File: config.mk
export PLATFORM = sky130hd
export DESIGN_NAME = chain_seq
export DESIGN_NICKNAME = d
export VERILOG_FILES = /design/src/rtl/chain_seq_pkg.sv /design/src/rtl/chain_seq_ctrl.sv /design/src/rtl/chain_seq_datapath.sv /design/src/rtl/chain_seq.sv
export SDC_FILE = /design/constraint.sdc
export NUM_CORES = 1
export LEC_CHECK = 0
export BUFFER_PORTS_ARGS = -buffer_cell sky130_fd_sc_hd__buf_2
export CAP_MARGIN = 15
export CORE_MARGIN = 5
export CORE_UTILIZATION = 40
export CTS_CLUSTER_SIZE = 24
export DETAILED_ROUTE_END_ITERATION = 10
export GPL_TIMING_DRIVEN = 0
export HOLD_SLACK_MARGIN = 0.1
export PLACE_DENSITY = 0.63
export SETUP_SLACK_MARGIN = 0.02
export SLEW_MARGIN = 0
export SYNTH_ARGS = -nofsm -noshare
export SYNTH_HDL_FRONTEND = slang
export SYNTH_SLANG_ARGS = --single-unit
File: constraint.sdc
create_clock -name clk -period 2.94 [get_ports clk]
set_input_delay 0.294 -clock clk [delete_from_list [all_inputs] [get_ports clk]]
set_output_delay 0.294 -clock clk [all_outputs]
set_load 0.1 [all_outputs]
File: src/rtl/chain_seq_pkg.sv
package chain_seq_pkg;
  localparam int MAX_SEG = 8;
  localparam int SEG_IDX_W = $clog2(MAX_SEG);
  localparam int CHAN_W = 4;

  // One segment's settings, MSB first: back-to-back, hw select, irq enable, channel
  typedef struct packed {
    logic b2b;
    logic hwSel;
    logic irqEn;
    logic [CHAN_W-1:0] chan;
  } segCfg_t;

  localparam int SEG_CFG_W = $bits(segCfg_t);

  typedef enum logic [1:0] {
    ST_IDLE,
    ST_REQ,
    ST_WAIT,
    ST_HOLD
  } chainState_t;

  // Strobes from the control to the datapath
  typedef struct packed {
    logic capture;
    logic [SEG_IDX_W-1:0] segIdx;
    logic chainDone;
  } seqStrobe_t;
endpackage

File: src/rtl/chain_seq_ctrl.sv
module chain_seq_ctrl
  import chain_seq_pkg::*;
#(
  parameter int SEGS = MAX_SEG,
  localparam int SW = $clog2(SEGS)
) (
  input  logic                  clk,
  input  logic                  rstN,
  input  logic                  softRst,
  input  logic                  trig,
  input  logic [SW-1:0]         lenM1,
  input  segCfg_t [SEGS-1:0]    cfg,
  input  logic                  convDone,
  output logic                  convReq,
  output logic [CHAN_W-1:0]     convChan,
  output logic                  convHw,
  output logic                  busy,
  output logic                  overrun,
  output logic                  irq,
  output seqStrobe_t            stb
);
  chainState_t state;
  logic [SW-1:0] seg;
  segCfg_t cur;
  logic capture;
  logic lastSeg;
  logic inFlight;

  assign cur      = cfg[seg];
  assign lastSeg  = (seg == lenM1);
  assign inFlight = (state == ST_REQ) || (state == ST_WAIT);
  assign capture  = (state == ST_WAIT) && convDone && !softRst;

  always_ff @(posedge clk or negedge rstN) begin
    if (!rstN) begin
      state   <= ST_IDLE;
      seg     <= '0;
      overrun <= 1'b0;
      irq     <= 1'b0;
    end else if (softRst) begin
      state   <= ST_IDLE;
      seg     <= '0;
      overrun <= 1'b0;
      irq     <= 1'b0;
    end else begin
      irq <= capture && cur.irqEn;
      if (trig && inFlight) overrun <= 1'b1;
      case (state)
        ST_IDLE: begin
          seg <= '0;
          if (trig) state <= ST_REQ;
        end
        ST_REQ: state <= ST_WAIT;
        ST_WAIT: begin
          if (convDone) begin
            if (lastSeg) begin
              state <= ST_IDLE;
              seg   <= '0;
            end else begin
              seg   <= seg + 1'b1;
              state <= cur.b2b ? ST_REQ : ST_HOLD;
            end
          end
        end
        ST_HOLD: if (trig) state <= ST_REQ;
        default: state <= ST_IDLE;
      endcase
    end
  end

  assign convReq       = (state == ST_REQ);
  assign convChan      = cur.chan;
  assign convHw        = cur.hwSel;
  assign busy          = (state != ST_IDLE);
  assign stb.capture   = capture;
  assign stb.segIdx    = SEG_IDX_W'(seg);
  assign stb.chainDone = capture && lastSeg;
endmodule

File: src/rtl/chain_seq_datapath.sv
module chain_seq_datapath
  import chain_seq_pkg::*;
#(
  parameter int SEGS   = MAX_SEG,
  parameter int DATA_W = 12,
  parameter int RES_W  = 16,
  parameter int NCH    = 2,
  localparam int PAIRS  = SEGS / 2,
  localparam int PAIR_W = $clog2(PAIRS),
  localparam int WORD_W = 2 * RES_W,
  localparam int CSEL_W = (NCH > 1) ? $clog2(NCH) : 1
) (
  input  logic                        clk,
  input  logic                        rstN,
  input  logic                        softRst,
  input  seqStrobe_t [NCH-1:0]        stb,
  input  logic [NCH-1:0][DATA_W-1:0]  convData,
  input  logic [NCH-1:0]              dmaEn,
  input  logic                        dmaHold,
  input  logic                        rdEn,
  input  logic [CSEL_W-1:0]           rdSel,
  input  logic [PAIR_W-1:0]           rdPair,
  output logic [WORD_W-1:0]           rdData,
  output logic [NCH-1:0]              dmaReq
);
  logic [NCH-1:0][SEGS*RES_W-1:0] bankAll;

  for (genvar c = 0; c < NCH; c++) begin : g_chain
    logic [SEGS*RES_W-1:0] bank;
    logic dmaQ;
    logic clrRead;

    assign clrRead = rdEn && (rdSel == CSEL_W'(c)) && (rdPair == '0);

    always_ff @(posedge clk or negedge rstN) begin
      if (!rstN) begin
        bank <= '0;
      end else if (softRst) begin
        bank <= '0;
      end else if (stb[c].capture) begin
        bank[stb[c].segIdx*RES_W +: RES_W] <= RES_W'(convData[c]);
      end
    end

    always_ff @(posedge clk or negedge rstN) begin
      if (!rstN) begin
        dmaQ <= 1'b0;
      end else if (softRst) begin
        dmaQ <= 1'b0;
      end else if (dmaHold) begin
        if (stb[c].chainDone && dmaEn[c]) dmaQ <= 1'b1;
        else if (clrRead)                 dmaQ <= 1'b0;
      end else begin
        dmaQ <= stb[c].chainDone && dmaEn[c];
      end
    end

    assign bankAll[c] = bank;
    assign dmaReq[c]  = dmaQ;
  end

  assign rdData = bankAll[rdSel][rdPair*WORD_W +: WORD_W];
endmodule

File: src/rtl/chain_seq.sv
module chain_seq
  import chain_seq_pkg::*;
(
  input  logic        clk,
  input  logic        rstN,
  input  logic        softRst,
  input  logic        syncMode,
  input  logic        trigPri,
  input  logic        trigSec,
  input  logic [2:0]  lenPri,
  input  logic [2:0]  lenSec,
  input  logic [55:0] cfgPri,
  input  logic [55:0] cfgSec,
  input  logic        dmaEnPri,
  input  logic        dmaEnSec,
  input  logic        dmaHold,
  output logic        convReqPri,
  output logic [3:0]  convChanPri,
  output logic        convHwPri,
  input  logic        convDonePri,
  input  logic [11:0] convDataPri,
  output logic        convReqSec,
  output logic [3:0]  convChanSec,
  output logic        convHwSec,
  input  logic        convDoneSec,
  input  logic [11:0] convDataSec,
  output logic        irqPri,
  output logic        irqSec,
  output logic        ovrPri,
  output logic        ovrSec,
  output logic        busyPri,
  output logic        busySec,
  input  logic        rdEn,
  input  logic        rdSec,
  input  logic [1:0]  rdPair,
  output logic [31:0] rdData,
  output logic        dmaReqPri,
  output logic        dmaReqSec
);
  localparam int NCH = 2;
  localparam int SEGS = MAX_SEG;

  logic [NCH-1:0]              trigEff;
  logic [NCH-1:0][2:0]         lenAll;
  segCfg_t [NCH-1:0][SEGS-1:0] cfgAll;
  logic [NCH-1:0]              doneAll;
  logic [NCH-1:0][11:0]        dataAll;
  logic [NCH-1:0]              reqAll, hwAll, busyAll, ovrAll, irqAll, dmaAll;
  logic [NCH-1:0][CHAN_W-1:0]  chanAll;
  seqStrobe_t [NCH-1:0]        stbAll;

  // The secondary chain follows the primary trigger in sync mode
  assign trigEff[0] = trigPri;
  assign trigEff[1] = syncMode ? trigPri : trigSec;
  assign lenAll     = {lenSec, lenPri};
  assign cfgAll     = {cfgSec, cfgPri};
  assign doneAll    = {convDoneSec, convDonePri};
  assign dataAll    = {convDataSec, convDataPri};

  for (genvar c = 0; c < NCH; c++) begin : g_ctrl
    chain_seq_ctrl #(.SEGS(SEGS)) u_ctrl (
      .clk      (clk),
      .rstN     (rstN),
      .softRst  (softRst),
      .trig     (trigEff[c]),
      .lenM1    (lenAll[c]),
      .cfg      (cfgAll[c]),
      .convDone (doneAll[c]),
      .convReq  (reqAll[c]),
      .convChan (chanAll[c]),
      .convHw   (hwAll[c]),
      .busy     (busyAll[c]),
      .overrun  (ovrAll[c]),
      .irq      (irqAll[c]),
      .stb      (stbAll[c])
    );
  end

  chain_seq_datapath #(.SEGS(SEGS), .DATA_W(12), .RES_W(16), .NCH(NCH)) u_dp (
    .clk      (clk),
    .rstN     (rstN),
    .softRst  (softRst),
    .stb      (stbAll),
    .convData (dataAll),
    .dmaEn    ({dmaEnSec, dmaEnPri}),
    .dmaHold  (dmaHold),
    .rdEn     (rdEn),
    .rdSel    (rdSec),
    .rdPair   (rdPair),
    .rdData   (rdData),
    .dmaReq   (dmaAll)
  );

  assign convReqPri  = reqAll[0];
  assign convChanPri = chanAll[0];
  assign convHwPri   = hwAll[0];
  assign convReqSec  = reqAll[1];
  assign convChanSec = chanAll[1];
  assign convHwSec   = hwAll[1];
  assign irqPri      = irqAll[0];
  assign irqSec      = irqAll[1];
  assign ovrPri      = ovrAll[0];
  assign ovrSec      = ovrAll[1];
  assign busyPri     = busyAll[0];
  assign busySec     = busyAll[1];
  assign dmaReqPri   = dmaAll[0];
  assign dmaReqSec   = dmaAll[1];
endmodule

---- After elaboration in Yosys (flattened, before gate mapping) ----
Index checks and enable logic that the tools add are counted.
operators by class
  bitwise logic cells ..................... 1
  muxes and demuxes ....................... 47
  magnitude comparators ................... 3
  shift operators ......................... 5
  add/subtract/negate cells ............... 4
  reductions and logical operators ........ 36
  eq/ne operators ......................... 14
operators with widths
  kind                                                                       number
  128-bit 2-to-1 mux                                                         6
  128-bit bitwise mux                                                        2
  16-bit by 34-bit variable shift with 128-bit output, first input constant  2
  16-bit by 34-bit indexed part select with 128-bit output                   2
  128-bit by 8-bit indexed part select with 32-bit output                    1
  7-bit negation with 34-bit output                                          2
  7-bit binary-select mux with 3-bit select                                  2
  2-bit 2-to-1 mux                                                           10
  3-bit 2-to-1 mux                                                           6
  1-bit logical AND                                                          16
  1-bit 2-to-1 mux                                                           15
  7-bit 2-to-1 mux                                                           2
  2-bit case mux with 3 select lines                                         2
  3-bit case mux with 2 select lines                                         2
  2-bit nonzero test                                                         6
  2-bit equality test, second input constant                                 4
  3-bit by 4-bit < comparator with 1-bit output, second input constant       2
  4-bit by 2-bit inequality test with 1-bit output, second input constant    2
  2-bit AND reduction                                                        4
  3-bit by 1-bit adder with 3-bit output, second input constant              2
  3-bit equality test                                                        2
  2-bit logical NOT                                                          3
  3-bit by 1-bit inequality test with 1-bit output, second input constant    2
  3-bit inequality test, second input constant                               2
  other kinds (7)                                                            11
storage, ports and cells
  bits in registers ....................... 272
  output and inout bits ................... 52
  logic and storage cells ................. 122
  input bits .............................. 157

---- Depth between registers and ports, before layout ----
  word-level depth ........................ 8
  mapped depth ............................ 10
  mapped depth without buffers ............ 7

---- Modules after synthesis ----
Synthesis repeated with hierarchy kept, for this count alone.
second synthesis, totals
  cells, all modules ...................... 907
  area, all modules ....................... 11383.4 sq um
modules (own cells, without submodules)
  module              sequential area each (sq um)  area an instance (sq um)  cells an instance  times used
  chain_seq_datapath  4854.7                        9634.2                    740                1
  chain_seq_ctrl      175.2                         867.1                     83                 2
  chain_seq           0.0                           15.0                      1                  1

---- Worst setup path before layout ----
Ideal clock, no wire load.
  kind .................................... register -> register
  start point ............................. register g_ctrl[1].u_ctrl.seg[1]
  end point ............................... register u_dp.g_chain[1].bank[100]
  setup time .............................. 0.132 ns
  arrival time ............................ 2.614 ns
  data required time ...................... 2.808 ns
  setup slack ............................. 0.195 ns
  stages on the path, launching flop included .. 11
  buffers on the path ..................... 3
  period minus slack after synthesis ...... 2.745 ns
  path through ............................ dfrtp_1 > buf_2 > buf_1 > inv_1 > ha_1 > ha_1 > nand4b_1 > nor4_2 > buf_4 > mux2i_1 > nor2_1
between the ends
  longest elaborated chain between the ends .. 5
  elaborated cells between the ends (all ways) .. 6
  those cells by class .................... 1 x add/sub; 2 x shift; 3 x mux
RTL lines
  what                                                                                                                                    RTL line                  source
  from (decl)                                                                                                                             chain_seq_ctrl.sv:23      logic [SW-1:0] seg;
  from (signal assigned)                                                                                                                  chain_seq_ctrl.sv:60      seg <= seg + 1'b1;
  7-bit negation with 34-bit output *                                                                                                     chain_seq_datapath.sv:41  bank[stb[c].segIdx*RES_W +: RES_W] <= RES_W'(convData[c]);
  16-bit by 34-bit indexed part select with 128-bit output / 16-bit by 34-bit variable shift with 128-bit output (equally long branches)  chain_seq_datapath.sv:41
  128-bit bitwise mux *                                                                                                                   chain_seq_datapath.sv:41
  128-bit 2-to-1 mux *                                                                                                                    chain_seq_datapath.sv:40  end else if (stb[c].capture) begin
  128-bit 2-to-1 mux *                                                                                                                    chain_seq_datapath.sv:38  end else if (softRst) begin
  to (signal, indexed assignment)                                                                                                         chain_seq_datapath.sv:41
  to (decl)                                                                                                                               chain_seq_datapath.sv:29  logic [SEGS*RES_W-1:0] bank;
Mark *: on every way between the ends. The rest lies on a longest branch, timed or not. The select of a mux whose other input is x is not followed.
A chain may end at the register's enable or synchronous reset.

---- Worst setup path in the final report ----
  start point ............................. register g_ctrl[1].u_ctrl.seg[1]
  end point ............................... register u_dp.g_chain[1].bank[73]
Same word-level chain as after synthesis.

==> flow_metrics.py <==
metrics = {
    "detailed_routing": {
        "route.detailed.drc": 0,
        "final_wl_mm": 35.5,
        "drt-pass1-iter-count": 5,
        "dr_total_vias": 8834,
        "detail_route.wl_per_cell_um": 23.5,
        "route.antenna.remaining_nets": 0,
        "first_drt_iteration_drcs": 737,
        "via_per_inst": 5.85,
    },
    "pwr": {
        "switching_share_pct": 31.9,
        "vdd_drop_max_mv": 0.513,
        "power.combinational.fraction_pct": 22.7,
        "cell_internal_pwr_uw": 5570,
        "total_switching_power_uw": 2610,
        "p_clk_share_pct": 40.8,
        "power.share.sequential_pct": 36.6,
        "p_leak_uw": 0.00620,
        "cellPowerDensity_nw_per_um2": 606,
        "post-layout-total-power_uw": 8180,
    },
    "clocking": {
        "cts_tree": "yes",
        "ctsLongestPathBuffers": 3,
        "cts-htree-levels": 1,
        "clkSlewWorstSetupHoldPaths_ns": 0.06,
        "clk_latency_ns": 0.51,
        "cts_buffers": 24,
        "clkSinkCount": 208,
        "cts_root_buf": "clkbuf_16",
    },
    "sta": {
        "timing.final.crit_period_ns": 2.80,
        "max-slew-margin-rel_pct": 36.7,
        "finalHoldViolations": 0,
        "finalClockSkew_ns": 0.0125,
        "max_freq_ghz": 0.357,
        "maxSlewViolCount": 0,
        "worstMarginPinSlew_ns": 0.950,
        "share_of_the_cycle_needed_by_the_critical_path_after_routing_pct": 95.3,
        "grt_setup_unrepaired": "yes",
        "setup_viol_count_final": 0,
        "whs_ns": 0.120,
    },
    "global_routing": {
        "grt_pass1_wl_mm": 54.4,
        "globalRouteOverflowTotal": 0,
        "first_global_vias": 9164,
        "grt_max_degree": 120,
        "grt_antenna_before_repair": 1,
        "global_route.usage.total_pct": 22.6,
    },
    "setup_path": {
        "regToRegStartpoint": "g_ctrl[1].u_ctrl.seg[1]",
        "cp.arrival_ns": 3.18,
        "critical_path.startpoint_type": "flop",
        "critical_path_fanouts_max": 10,
        "timing_worst_setup_path_type": "flop to flop",
        "reg2reg_capture_point": "u_dp.g_chain[1].bank[73]",
        "timing.reg2reg.setup_slack_ns": 0.14,
        "endpoint_kind": "flop",
        "timing.critical_path.required_ns": 3.31,
        "r2r.worst_path.cells": 11,
    },
    "place": {
        "gpl.final_weighted_congestion": 0.843,
        "post-place-cells": 1453,
        "placement.cell_area_um2": 12400,
        "detailed_place_hpwl_mm": 25.6,
        "port_buffers": 188,
    },
    "yosys": {
        "post_synth_main_area_contributors": "dfrtp_1 47%, mux4_2 14%, a22o_1 5.3%, mux2i_1 4.8%, nand2_1 3.6%",
        "synth_area_per_cell_um2": 12.0,
        "synth_area_leader_cell": "dfrtp_1",
        "area_share_of_the_largest_cell_type_after_synthesis_pct": 47.4,
        "number_of_different_library_cells_in_the_post_synthesis_netlist": 60,
        "synth_enable_flop_cells": 0,
        "synth_sequential_area_ratio_pct": 47.4,
        "postSynth.asyncResetShare_pct": 100,
        "synth_warnings": 0,
        "syn_inst": 916,
        "synth.cell_area_um2": 11000,
        "ys.flop_type": "dfrtp_1",
        "synth-seq-cells": 208,
    },
    "run_status": {
        "status": "finished clean",
    },
    "hold_path": {
        "hold_path_end": "u_dp.g_chain[1].dmaQ",
        "holdCritPathClass": "input pin to flop",
        "hold_path.startpoint": "rdEn",
        "hold-path-cell-count": 4,
    },
    "final_layout": {
        "final_net_count": 1322,
        "non_filler_cells_final": 1510,
        "antennaDiodeCount": 0,
        "utilization_pct": 50.1,
        "area_delta_synth_final_pct": 23.0,
        "fillers": 2422,
        "final_layout_size_suffix_gt1_share_pct": 34.6,
        "final_cell_area_um2": 13500,
    },
    "floorplan": {
        "design.portCount": 209,
        "chipHeight_um": 176,
        "core_area_um2": 27000,
        "rows": 60,
        "starting_density_pct": 40.7,
        "floorplan.die_area_um2": 30800,
        "dieWidth_um": 176,
    },
    "flow_run": {
        "cap_violations": 0,
    },
}
[how the worst max path moves through the flow]
stage,to,slack (ns),start
2_1_floorplan,u_dp.g_chain[1].bank[100],0.19,g_ctrl[1].u_ctrl.seg[1]
3_3_place_gp,g_ctrl[1].u_ctrl.overrun,-2.10,rstN
3_5_place_dp,u_dp.g_chain[1].bank[103],-0.64,g_ctrl[1].u_ctrl.seg[1]
4_1_cts,convChanSec[2],0.03,g_ctrl[1].u_ctrl.seg[0]
5_1_grt,u_dp.g_chain[0].bank[27],0.02,g_ctrl[0].u_ctrl.seg[2]
6_report,u_dp.g_chain[1].bank[73],0.14,g_ctrl[1].u_ctrl.seg[1]
[power by group through the flow]
stage          clock network (µW)  logic (µW)  registers, µW
3_3_place_gp                    0        1810           3040
5_1_grt                      3510        1990           3000
6_report                     3330        1850           2990
2_1_floorplan                   0        1250           3100
4_1_cts                      3370        1840           2990
3_5_place_dp                    0        1830           3040
[stage by stage]
stage | TNS [ns] | worst slack (ns)
after global placement | -475.92 | -2.10
after CTS | 0 | 0.0287
final | 0 | 0.137
after global routing | 0 | 0.0178
after detailed placement | -51.64 | -0.644
after floorplan | 0 | 0.195
[placed cells by master (no fill, tap or decap), types with 6 or more instances in the layout]
cell type / count
dfrtp_1: 207
a22o_1: 66
and2_1: 8
conb_1: 8
nor2b_1: 10
a21oi_1: 26
clkbuf_1: 34
a32o_1: 32
nand2_1: 105
mux2_2: 26
clkbuf_16: 25
nand3_1: 21
nand2b_1: 6
mux4_2: 70
clkinv_2: 8
clkbuf_2: 9
ha_1: 12
o21ai_0: 27
buf_2: 207
buf_4: 19
mux2i_1: 53
nor2_1: 66
inv_1: 15
[cell type report]
class                      count  area (µm²)  area share [%]
sequential                   208        5210            38.6
timing repair buffer         204        1110            8.21
tap                          341         427            3.16
inverter                      17        65.1           0.482
buffer                        83         427            3.16
clock buffer                  30         684            5.07
multi-input combinational    613        5370            39.8
clock inverter                14         204            1.51
[metal layers]
layer  wire length (µm)  part of all wire (%)  global-route usage [%]  up-vias
met5                 13                 0.037                       0        -
li1                   -                     -                       -     3882
met1              14900                    42                    32.0     4506
met4                766                   2.2                    4.61        2
met3               2870                   8.1                    4.74       55
met2              16900                    48                    36.5      389
[cells by family after synthesis]
| family | after synthesis | share of synthesized area (%) |
|---|---|---|
| mux | 153 | 22.8 |
| xor+xnor | 6 | 0.479 |
| buf+inv | 102 | 4.25 |
| other cells | 1 | 0.0342 |
| compound gates | 180 | 12.7 |
| simple gates | 252 | 10.7 |
| flops | 208 | 47.4 |
| fa+ha+maj | 14 | 1.60 |
[cells in the mapped netlist (21+ instances only)]
master    number
mux2_2        26
clkbuf_1      41
mux2i_1       53
nand2_1      105
a32o_1        32
o21ai_0       27
nand3_1       21
dfrtp_1      208
mux4_2        70
a22o_1        66
buf_2         23
nor2_1        70
a21oi_1       26
[repair_timing]
item	CTS	global route
endpoints found under the setup margin	171	150
pin swaps	2	3
cloned	0	1
gates resized for setup	10	29
hold buffers	5	0
endpoints found under the hold margin	92	0
setup buffers	3	6
[state kept, by name, indices dropped and copies added (netlist names)]
| register | flops |
|---|---|
| u_dp.g_chain.bank | 192 |
| u_dp.g_chain.dmaQ | 2 |
| g_ctrl.u_ctrl.state | 4 |
| g_ctrl.u_ctrl.seg | 6 |
| g_ctrl.u_ctrl.irq | 2 |
| g_ctrl.u_ctrl.overrun | 2 |
[worst max-delay path, stage by stage, from the launching register on]
cell and delay, ns:
dfrtp_2 0.44, buf_4 0.22, buf_6 0.19, inv_1 0.06, ha_2 0.17, ha_1 0.24, or2_2 0.39, nor4_4 0.27
buf_4 0.21, clkbuf_4 0.22, mux2i_1 0.20, nor2_1 0.06
Note: power is estimated with default switching activity, not from simulation.
